File: config.mk
export PLATFORM = sky130hd
export DESIGN_NAME = coh_home_dir
export DESIGN_NICKNAME = d
export VERILOG_FILES = /design/src/rtl/coh_dir_pkg.sv /design/src/rtl/coh_dir_store.sv /design/src/rtl/coh_dir_next.sv /design/src/rtl/coh_home_dir.sv
export SDC_FILE = /design/constraint.sdc
export NUM_CORES = 1
export LEC_CHECK = 0
export ABC_AREA = 1
export BUFFER_PORTS_ARGS = -buffer_cell sky130_fd_sc_hd__buf_2
export CAP_MARGIN = 30
export CORE_ASPECT_RATIO = 0.6
export CORE_UTILIZATION = 55
export CTS_CLUSTER_DIAMETER = 200
export DETAILED_ROUTE_END_ITERATION = 10
export PLACE_DENSITY = 0.85
export SETUP_SLACK_MARGIN = 0.1
export SLEW_MARGIN = 0
export SYNTH_ARGS = -nofsm -noshare
export SYNTH_HDL_FRONTEND = slang
export SYNTH_SLANG_ARGS = --single-unit
File: constraint.sdc
create_clock -name clk -period 1.75 [get_ports clk]
set_input_delay 0.35 -clock clk [delete_from_list [all_inputs] [get_ports clk]]
set_output_delay 0.35 -clock clk [all_outputs]
set_load 0.02 [all_outputs]
File: src/rtl/coh_dir_pkg.sv
package coh_dir_pkg;
  typedef enum logic [1:0] {DS_UNC = 2'd0, DS_SHR = 2'd1, DS_EXM = 2'd2} dstate_t;
  typedef enum logic [1:0] {OP_RD = 2'd0, OP_WR = 2'd1, OP_REPL = 2'd2, OP_RSV = 2'd3} dop_t;
  typedef enum logic [1:0] {RK_DATA = 2'd0, RK_HEAD = 2'd1, RK_ACK = 2'd2, RK_NACK = 2'd3} rkind_t;
endpackage

File: src/rtl/coh_dir_store.sv
module coh_dir_store #(
  parameter int NODE_W = 4,
  parameter int BLK_W  = 4
) (
  input  logic              clk,
  input  logic              rst,
  input  logic              rd_en,
  input  logic [BLK_W-1:0]  rd_idx,
  output logic [1:0]        rd_state,
  output logic [NODE_W-1:0] rd_head,
  input  logic              wr_en,
  input  logic [BLK_W-1:0]  wr_idx,
  input  logic [1:0]        wr_state,
  input  logic [NODE_W-1:0] wr_head
);
  localparam int DEPTH = 1 << BLK_W;
  localparam int EW    = 2 + NODE_W;

  logic [EW-1:0]    mem [DEPTH];
  logic [EW-1:0]    rd_q;
  logic [DEPTH-1:0] live;
  logic             live_q;

  // Plain array without reset so it maps onto block RAM.
  always_ff @(posedge clk) begin
    if (wr_en) mem[wr_idx] <= {wr_state, wr_head};
    if (rd_en) rd_q <= mem[rd_idx];
  end

  // Per-entry live flags give an instant reset to Uncached.
  always_ff @(posedge clk) begin
    if (rst) begin
      live   <= '0;
      live_q <= 1'b0;
    end else begin
      if (wr_en) live[wr_idx] <= (wr_state != coh_dir_pkg::DS_UNC);
      if (rd_en) live_q <= live[rd_idx];
    end
  end

  assign rd_state = live_q ? rd_q[EW-1 -: 2] : coh_dir_pkg::DS_UNC;
  assign rd_head  = live_q ? rd_q[NODE_W-1:0] : '0;

  // an Uncached entry never shows a non-null head
  assert_unc_null_R1: assert property (@(posedge clk) disable iff (rst)
    (rd_state == coh_dir_pkg::DS_UNC) |-> (rd_head == '0));
endmodule

File: src/rtl/coh_dir_next.sv
module coh_dir_next #(
  parameter int NODE_W = 4
) (
  input  logic [1:0]        op,
  input  logic [NODE_W-1:0] node,
  input  logic              home_ok,
  input  logic [1:0]        cur_state,
  input  logic [NODE_W-1:0] cur_head,
  output logic [1:0]        kind,
  output logic [NODE_W-1:0] ret_node,
  output logic              upd,
  output logic [1:0]        nxt_state,
  output logic [NODE_W-1:0] nxt_head
);
  import coh_dir_pkg::*;

  logic unc;
  assign unc = (cur_state == DS_UNC);

  always_comb begin
    kind      = RK_NACK;
    ret_node  = '0;
    upd       = 1'b0;
    nxt_state = cur_state;
    nxt_head  = cur_head;
    if (home_ok) begin
      unique case (dop_t'(op))
        OP_RD, OP_WR: begin
          upd       = 1'b1;
          nxt_head  = node;
          nxt_state = (op == OP_WR) ? DS_EXM : DS_SHR;
          kind      = unc ? RK_DATA : RK_HEAD;
          ret_node  = unc ? '0 : cur_head;
        end
        OP_REPL: begin
          if (!unc && cur_head == node) begin
            upd       = 1'b1;
            kind      = RK_ACK;
            nxt_state = DS_UNC;
            nxt_head  = '0;
          end
        end
        default: ;
      endcase
    end
  end
endmodule

File: src/rtl/coh_home_dir.sv
module coh_home_dir #(
  parameter int NODE_W  = 4,
  parameter int BLK_W   = 4,
  parameter int HOME_W  = 2,
  parameter int HOME_ID = 1
) (
  input  logic                    clk,
  input  logic                    rst,
  input  logic                    req_valid,
  output logic                    req_ready,
  input  logic [1:0]              req_op,
  input  logic [NODE_W-1:0]       req_node,
  input  logic [HOME_W+BLK_W-1:0] req_addr,
  output logic                    rsp_valid,
  input  logic                    rsp_ready,
  output logic [1:0]              rsp_kind,
  output logic [NODE_W-1:0]       rsp_node,
  output logic [NODE_W-1:0]       rsp_dst,
  output logic                    busy
);
  localparam int AW = HOME_W + BLK_W;
  localparam logic [HOME_W-1:0] MY_HOME = HOME_W'(HOME_ID);

  typedef enum logic [1:0] {ST_IDLE, ST_LOOK, ST_RESP} fsm_t;
  fsm_t st;

  logic [1:0]        op_q;
  logic [NODE_W-1:0] node_q;
  logic [BLK_W-1:0]  idx_q;
  logic              home_q;
  logic              accept;
  logic [1:0]        cur_state, nxt_state, kind;
  logic [NODE_W-1:0] cur_head, nxt_head, ret_node;
  logic              upd;

  assign req_ready = !busy;
  assign accept    = req_valid && req_ready;

  coh_dir_store #(.NODE_W(NODE_W), .BLK_W(BLK_W)) u_store (
    .clk(clk), .rst(rst),
    .rd_en(accept), .rd_idx(req_addr[BLK_W-1:0]),
    .rd_state(cur_state), .rd_head(cur_head),
    .wr_en(st == ST_LOOK && upd), .wr_idx(idx_q),
    .wr_state(nxt_state), .wr_head(nxt_head)
  );

  coh_dir_next #(.NODE_W(NODE_W)) u_next (
    .op(op_q), .node(node_q), .home_ok(home_q),
    .cur_state(cur_state), .cur_head(cur_head),
    .kind(kind), .ret_node(ret_node), .upd(upd),
    .nxt_state(nxt_state), .nxt_head(nxt_head)
  );

  always_ff @(posedge clk) begin
    if (rst) begin
      st        <= ST_IDLE;
      busy      <= 1'b0;
      rsp_valid <= 1'b0;
      rsp_kind  <= '0;
      rsp_node  <= '0;
      rsp_dst   <= '0;
      op_q      <= '0;
      node_q    <= '0;
      idx_q     <= '0;
      home_q    <= 1'b0;
    end else begin
      unique case (st)
        ST_IDLE: if (accept) begin
          st     <= ST_LOOK;
          busy   <= 1'b1;
          op_q   <= req_op;
          node_q <= req_node;
          idx_q  <= req_addr[BLK_W-1:0];
          home_q <= (req_addr[AW-1 -: HOME_W] == MY_HOME);
        end
        ST_LOOK: begin
          st        <= ST_RESP;
          rsp_valid <= 1'b1;
          rsp_kind  <= kind;
          rsp_node  <= ret_node;
          rsp_dst   <= node_q;
        end
        default: if (rsp_ready) begin
          st        <= ST_IDLE;
          rsp_valid <= 1'b0;
          busy      <= 1'b0;
        end
      endcase
    end
  end

  assert_hold_R10: assert property (@(posedge clk) disable iff (rst)
    (rsp_valid && !rsp_ready) |=> (rsp_valid && $stable(rsp_kind) && $stable(rsp_node) && $stable(rsp_dst)));
  assert_single_R9: assert property (@(posedge clk) disable iff (rst)
    rsp_valid |-> !req_ready);
  assert_gap_R9: assert property (@(posedge clk) disable iff (rst)
    accept |=> (!req_ready && !rsp_valid));
  assert_lat_R9: assert property (@(posedge clk) disable iff (rst)
    accept |=> ##1 rsp_valid);
  assert_data_null_R2: assert property (@(posedge clk) disable iff (rst)
    (rsp_valid && rsp_kind == coh_dir_pkg::RK_DATA) |-> (rsp_node == '0));
endmodule

# Word-level counts from Yosys, hierarchy flattened
# Memories as Yosys holds them, arrays and structs flattened. A register that Yosys moved wholly into a read port is not among the register bits.
# Cells that the tools add are included.
# totals
mem_count	1
out_inout_bits	13
register_bits	42
in_bits	16
elab_cells	75
mem_bits_rw	96
# mem_list
memory	words	width	rd	rd_ports_with_merged_regs	wr	line_no	text
u_store.mem	16	6	1	1	1	coh_dir_store.sv:19	logic [EW-1:0] mem [DEPTH];
# op_classes
bitwise	2
muxes	33
n_eq_ne	6
n_reduce_logical	18
order_cmp	3
# op_table
operator	count
$mux 4	6
$bwmux 16	1
$mux 2	7
$pmux 2 s2	3
$lt 4x5->1 const B	2
$mux 1	10
$pmux 4 s2	1
$eq 2x1->1 const B	3
$logic_not 2->1	3
$pmux 1 s2	3
$reduce_and 2->1	3
$reduce_bool 2->1	3
$bmux 1 s4	1
$demux 1 s4	1
$eq 4x4->1	1
$ge 4x1->1 const B	1
$logic_and 1x1->1	4
$reduce_and 3->1	1
$reduce_bool 3->1	1
$eq 2x2->1 const B	1
$logic_not 1->1	2
$ne 2x2->1 const B	1
$not 1->1	2
$reduce_or 2->1	1

# Depth between registers and ports, before layout
# depth
depth_word	10
depth_mapped	14
ltp_nobuf	12

# Hierarchy
# From an unflattened synthesis, not the netlist that was laid out.
# unflattened
cells_unflattened	632
area_unflattened_um2	6277.3
# modules_own_cells
mod	cells_each	seq_area_each_um2	area_each_um2	instances
coh_dir_store	433	3403.3	4867.2	1
coh_home_dir	137	500.5	1106.1	1
coh_dir_next	62	0.0	304.0	1

# Worst setup path before layout
# OpenSTA, ideal clock, no wires.
# synth_timing
kind	flip-flop to flip-flop
from	reg home_q
to	mem u_store.mem[0][0] in the netlist's numbering, data pin
required_ns	1.420
period_less_slack_ns	1.733
setup_slack_ns	0.017
n_path_buf	0
path_stages_with_launch	5
setup_ns	0.330
arrival_ns	1.403
path_cell_list	dfxtp_1 inv_2 nor2_1 inv_1 o21ai_0
# synth_between
elab_chain_cells	1
# synth_rtl
element	line_no	text
start: declaration	coh_home_dir.sv:30	logic home_q;
start signal: assignment	coh_home_dir.sv:74	home_q <= (req_addr[AW-1 -: HOME_W] == MY_HOME);
$mux 4	coh_dir_next.sv:26	if (home_ok) begin
via nxt_head[0]	coh_home_dir.sv:33	logic [NODE_W-1:0] cur_head, nxt_head, ret_node;
end: declaration	coh_dir_store.sv:19	
# The timed path passes the listed nets, and every way through them passes these cells.

# Worst setup path after layout
# layout_timing
from	reg u_store.live_q
to	mem u_store.mem[5][2] in the netlist's numbering (enable)
# layout_between
elab_chain_cells	10
word_cells_on_any_way	12
classes_between	eq/ne: 1; mux: 7; reduce/logical: 4
# layout_rtl
element	line_no	text
start: declaration	coh_dir_store.sv:22	logic live_q;
start signal: assignment	coh_dir_store.sv:37	if (rd_en) live_q <= live[rd_idx];
$mux 2	coh_dir_store.sv:41	assign rd_state = live_q ? rd_q[EW-1 -: 2] : coh_dir_pkg::DS_UNC;
$logic_not 2->1	coh_dir_next.sv:18	assign unc = (cur_state == DS_UNC);
$logic_not 1->1	coh_dir_next.sv:36	if (!unc && cur_head == node) begin
$logic_and 1x1->1 *	coh_dir_next.sv:36	
$mux 1 *	coh_dir_next.sv:36	
$pmux 1 s2 *	coh_dir_next.sv:27	unique case (dop_t'(op))
$mux 1 *	coh_dir_next.sv:26	
$logic_and 1x1->1 *	coh_home_dir.sv:43	.wr_en(st == ST_LOOK && upd), .wr_idx(idx_q),
$mux 1 *	coh_dir_store.sv:26	if (wr_en) mem[wr_idx] <= {wr_state, wr_head};
$mux 1 (implied by the code) *	coh_dir_store.sv:26	
# Every way passes the cells marked *; elsewhere a longest branch is shown, timed or not.

==> Implementation_results.wiki <==
{| class="wikitable"
! Metric !! Value
|-
| RSZ-0062 raised after global routing || true
|-
| Xor-xnor portion of the synthesized cell area || 0%
|-
| Main combinational cell family by area after synthesis || simple AND/OR/NAND/NOR gates
|-
| Worst min path class || primary input to register
|-
| Area after detailed placement || 6700 µm²
|-
| Clock network latency to the later pin of the worst-skew pair || 430 ps
|-
| Number of endpoints with negative hold slack in the final report || 0
|-
| Maximum resistive drop on vdd || roughly 0.77 mV
|-
| Leak || between 3 and 4 nW
|-
| Clock Pin Slew Worst Setup and Hold Paths || approximately 60 ps
|-
| Endpoint kind of the worst setup timing path || register
|-
| Stage delay of the slowest cell on the critical path || 360 ps
|-
| Synthesized area || 6040 µm²
|-
| Vert. Die Dim || slightly above 80 µm
|-
| Post-synthesis share of cell area spent on and, or, nand and nor gates || 14.6%
|-
| Proportion of layout cells with a drive suffix above 1 || 29.4%
|-
| Buffers & Inverters on Critical Path || 2
|-
| DRT iter0 DRCs || 838
|-
| Pin count of the biggest net entering global routing || 38
|-
| End of the worst register-to-register path || u_store.mem[5][2]$_DFFE_PP_
|-
| R2R depth || 10
|-
| Rel. slew slack || about three fifths
|-
| Compound-gate portion of the synthesized area || 11.9%
|-
| Initial antenna violation count || 0
|-
| Port bufs || 28
|-
| Final design area excluding fillers || a little under 8000 µm²
|-
| Global-route wire length before repair || about 26 mm
|-
| Area of the die || 11400 µm²
|-
| Most used cell, CP || sky130_fd_sc_hd__nand2_2
|-
| Category of the critical setup timing path || register to register
|-
| Actual transition at the worst max-transition pin || 573 ps
|-
| Gp weighted congestion || 0.900
|-
| Total setup violations reported at the end of the flow || around 210
|-
| Launch point of the worst path || u_store.live_q$_SDFFE_PP0P_
|-
| Synth cell types || 28
|-
| Launch point of the worst reg-to-reg path || u_store.live_q$_SDFFE_PP0P_
|-
| Antenna Cells || 0
|-
| Mapped Nets || 595
|-
| Synth Register Bits || roughly 140
|-
| Kind of cell with the highest combined delay on the critical path || simple AND/OR/NAND/NOR gates
|-
| CTS H-Tree Depth || 4
|-
| Vias in the first global route || 4898
|-
| Layout overhead on the synthesized area || 30.3%
|-
| Kind of start point of the critical path || register
|-
| Outcome || finished with violations
|-
| Initial core utilization || 56.8%
|-
| Placed wire-length estimate || 10.4 mm
|-
| Detailed-router iteration count before antenna repair || 6
|-
| Setup slack after placement || -320 ps
|-
| Clock tree root buffer cell || sky130_fd_sc_hd__clkbuf_16
|-
| Placeable Area || approximately 11000 µm²
|-
| Hold path start || req_node[3]
|-
| Final-report max-slew violation count || 0
|-
| Detail-routed via count per cell || 6.44
|-
| Number of rows created at floorplan || 29
|-
| Clk_skew || 9.06 ps
|-
| Fraction of the yosys area taken by sequential cells || 64.6%
|-
| Final ANT Viol Nets || 0
|-
| Terminating pin of the worst hold path || node_q[3]$_SDFFE_PP0P_
|-
| Adder-cell share of the synthesized area || 0%
|-
| Standard cell with the maximum stage delay on the critical path || sky130_fd_sc_hd__dfxtp_4
|-
| Peak Freq || 499 MHz
|-
| Overflow left after global routing || 0
|-
| Worst Hold Depth || 3
|-
| Clock tree buffer depth || 2
|-
| Clock tree from TritonCTS || yes
|-
| Violations in the final reports || setup timing
|-
| Count of vias placed by the detailed router || 5252
|-
| Number of instances in the synthesized netlist || 579
|-
| Width of the die || 137 µm
|-
| Crit path time final || 2000 ps
|-
| Mean Syn Cell Area || 10.4 µm²
|-
| Critical path data arrival time || around 2100 ps
|-
| Cell area power density || 1250 nW/µm²
|-
| Warning count from the yosys run || 0
|-
| GRT Util Overall || between 30% and 40%
|-
| Final worst path period share || 114%
|-
| Worst Slack Setup Final || -253 ps
|-
| Post-route DRC violation count || 0
|-
| Wire per inst || 23.6 µm
|-
| Crit path max fanout || 9
|-
| Hold_buf cts || 0
|-
| Layout net count || 680
|-
| Number of max-cap violations || 0
|-
| Share of synthesized area spent on multiplexers || 2.49%
|-
| Number of clock sinks || 144
|-
| Total wire length after detailed routing || slightly below 20 mm
|-
| Data required time of the worst path || ~1900 ps
|-
| Critical-path cell list || buf_6 -> nand2_4 -> nand2_2 -> nand2_2 -> nand2_2 -> nor2_4 -> nand2_4 -> nand2_8 -> nand4_1 -> inv_2
|-
| CTS Buf Count || 17
|-
| Worst setup slack for register-to-register paths || -250 ps
|-
| Top-level port count || 29
|}
[logic make-up (layout without fill, tap and decap cells)]
group / Yosys count / after routing
compound gates: 116 / 116
buf+inv: 95 / 191
flops: 144 / 144
mux: 15 / 15
simple gates: 209 / 211
[layout make-up]
type / count / area [µm²]
Timing Repair Buffer: 95 / 856
Clock buffer: 27 / 609
Sequential cell: 144 / 3910
Multi-Input combinational cell: 342 / 2020
Tap cell: 139 / 174
Inverter: 64 / 244
Fill cell: 604 / 2770
Clock inverter: 5 / 52.6
[cell usage after synthesis]
cell	n	area [µm²]
sky130_fd_sc_hd__a21oi_1	22	110
sky130_fd_sc_hd__mux2i_1	15	150
sky130_fd_sc_hd__buf_6	3	33.8
sky130_fd_sc_hd__o21ai_0	50	250
sky130_fd_sc_hd__nand4_1	16	100
sky130_fd_sc_hd__o21ai_2	1	8.76
sky130_fd_sc_hd__edfxtp_1	102	3060
sky130_fd_sc_hd__inv_1	60	225
sky130_fd_sc_hd__nor3_1	1	5.00
sky130_fd_sc_hd__o211ai_1	10	75.1
sky130_fd_sc_hd__inv_2	4	15.0
sky130_fd_sc_hd__a211oi_1	6	45.0
sky130_fd_sc_hd__nand3_4	1	17.5
sky130_fd_sc_hd__buf_2	4	20.0
sky130_fd_sc_hd__o21ai_1	1	5.00
sky130_fd_sc_hd__o221ai_1	15	131
sky130_fd_sc_hd__dfxtp_1	42	841
sky130_fd_sc_hd__o22ai_1	1	6.26
sky130_fd_sc_hd__nor2_1	98	368
sky130_fd_sc_hd__o32ai_1	9	78.8
sky130_fd_sc_hd__nor2_2	2	12.5
sky130_fd_sc_hd__nand2_4	3	33.8
sky130_fd_sc_hd__nand3_1	9	45.0
sky130_fd_sc_hd__a22o_1	1	8.76
sky130_fd_sc_hd__nand2_2	1	6.26
sky130_fd_sc_hd__clkbuf_1	21	78.8
sky130_fd_sc_hd__nand2_1	78	293
sky130_fd_sc_hd__buf_1	3	11.3
[stage by stage]
stage | hold WS [ps] | instances | power [mW] | setup TNS, ps | util (%)
floorplan | 450 | 579 | 4.74 | 0 | -
global placement | 446 | 765 | 5.16 | -13230 | 63.0
detailed placement | 451 | 765 | 5.23 | -47910 | 63.0
CTS | 186 | 809 | 9.36 | -9650 | 71.7
global route | 205 | 816 | 10.0 | -39730 | 74.0
finish | 212 | 816 | 9.80 | -32140 | 74.0
[timing repair]
item | in CTS | in global routing
cloned | 2 | 4
pin swaps | 7 | 7
hold endpoints to repair | 0 | 0
setup endpoints to repair | 209 | 211
resized for setup | 58 | 57
setup buffers | 10 | 4
[layer usage]
layer | part of all wire [%] | vias up | wire length (µm) | GRT usage, %
met5 | 0 | - | 0 | 0
met4 | 4.7 | 0 | 912 | 15.6
met3 | 14 | 121 | 2730 | 9.22
met2 | 45 | 505 | 8700 | 49.4
met1 | 36 | 2441 | 6910 | 42.0
li1 | - | 2185 | - | -
[worst max-delay path by stage]
stage / depth (start not counted) / endpoint
final: 10 / u_store.mem[5][2]$_DFFE_PP_
after global routing: 12 / u_store.live[6]$_SDFFE_PP0P_
after CTS: 11 / u_store.mem[10][5]$_DFFE_PP_
after detailed placement: 8 / u_store.mem[10][1]$_DFFE_PP_
after global placement: 8 / u_store.mem[3][1]$_DFFE_PP_
after floorplan: 4 / u_store.mem[0][0]$_DFFE_PP_
[tightest hold or removal path: cells and delay by family]
family                 cells  cell delay, ps
AO/OA/AOI/OAI              2             180
buffers and inverters      1              70
[cells in the final DEF (no fill, tap or decap), types with 20 or more instances in the layout]
cell type,netlist,layout
sky130_fd_sc_hd__edfxtp_1,102,102
sky130_fd_sc_hd__inv_1,60,43
sky130_fd_sc_hd__a21oi_1,22,22
sky130_fd_sc_hd__o21ai_0,50,47
sky130_fd_sc_hd__clkbuf_16,0,23
sky130_fd_sc_hd__nor2_1,98,77
sky130_fd_sc_hd__dfxtp_1,42,40
sky130_fd_sc_hd__buf_4,0,42
sky130_fd_sc_hd__inv_2,4,20
sky130_fd_sc_hd__nand2_1,78,65
sky130_fd_sc_hd__buf_2,4,28
[state kept, by name (all words and copies together), names as in the netlist]
signal / cells
rsp_valid: 1
rsp_dst: 4
rsp_kind: 2
u_store.live: 16
busy: 1
home_q: 1
node_q: 4
u_store.live_q: 1
st: 2
u_store.rd_q: 6
op_q: 2
u_store.mem: 96
rsp_node: 4
idx_q: 4
[power breakdown]
part | internal [mW] | switching [mW] | total (mW) | leakage [nW]
Sequential | 3.88 | 0.131 | 4.01 | 1.28
Combinational | 0.641 | 1.20 | 1.84 | 1.57
Clock | 2.53 | 1.42 | 3.95 | 0.332
Power figures use the tool's default switching activity.
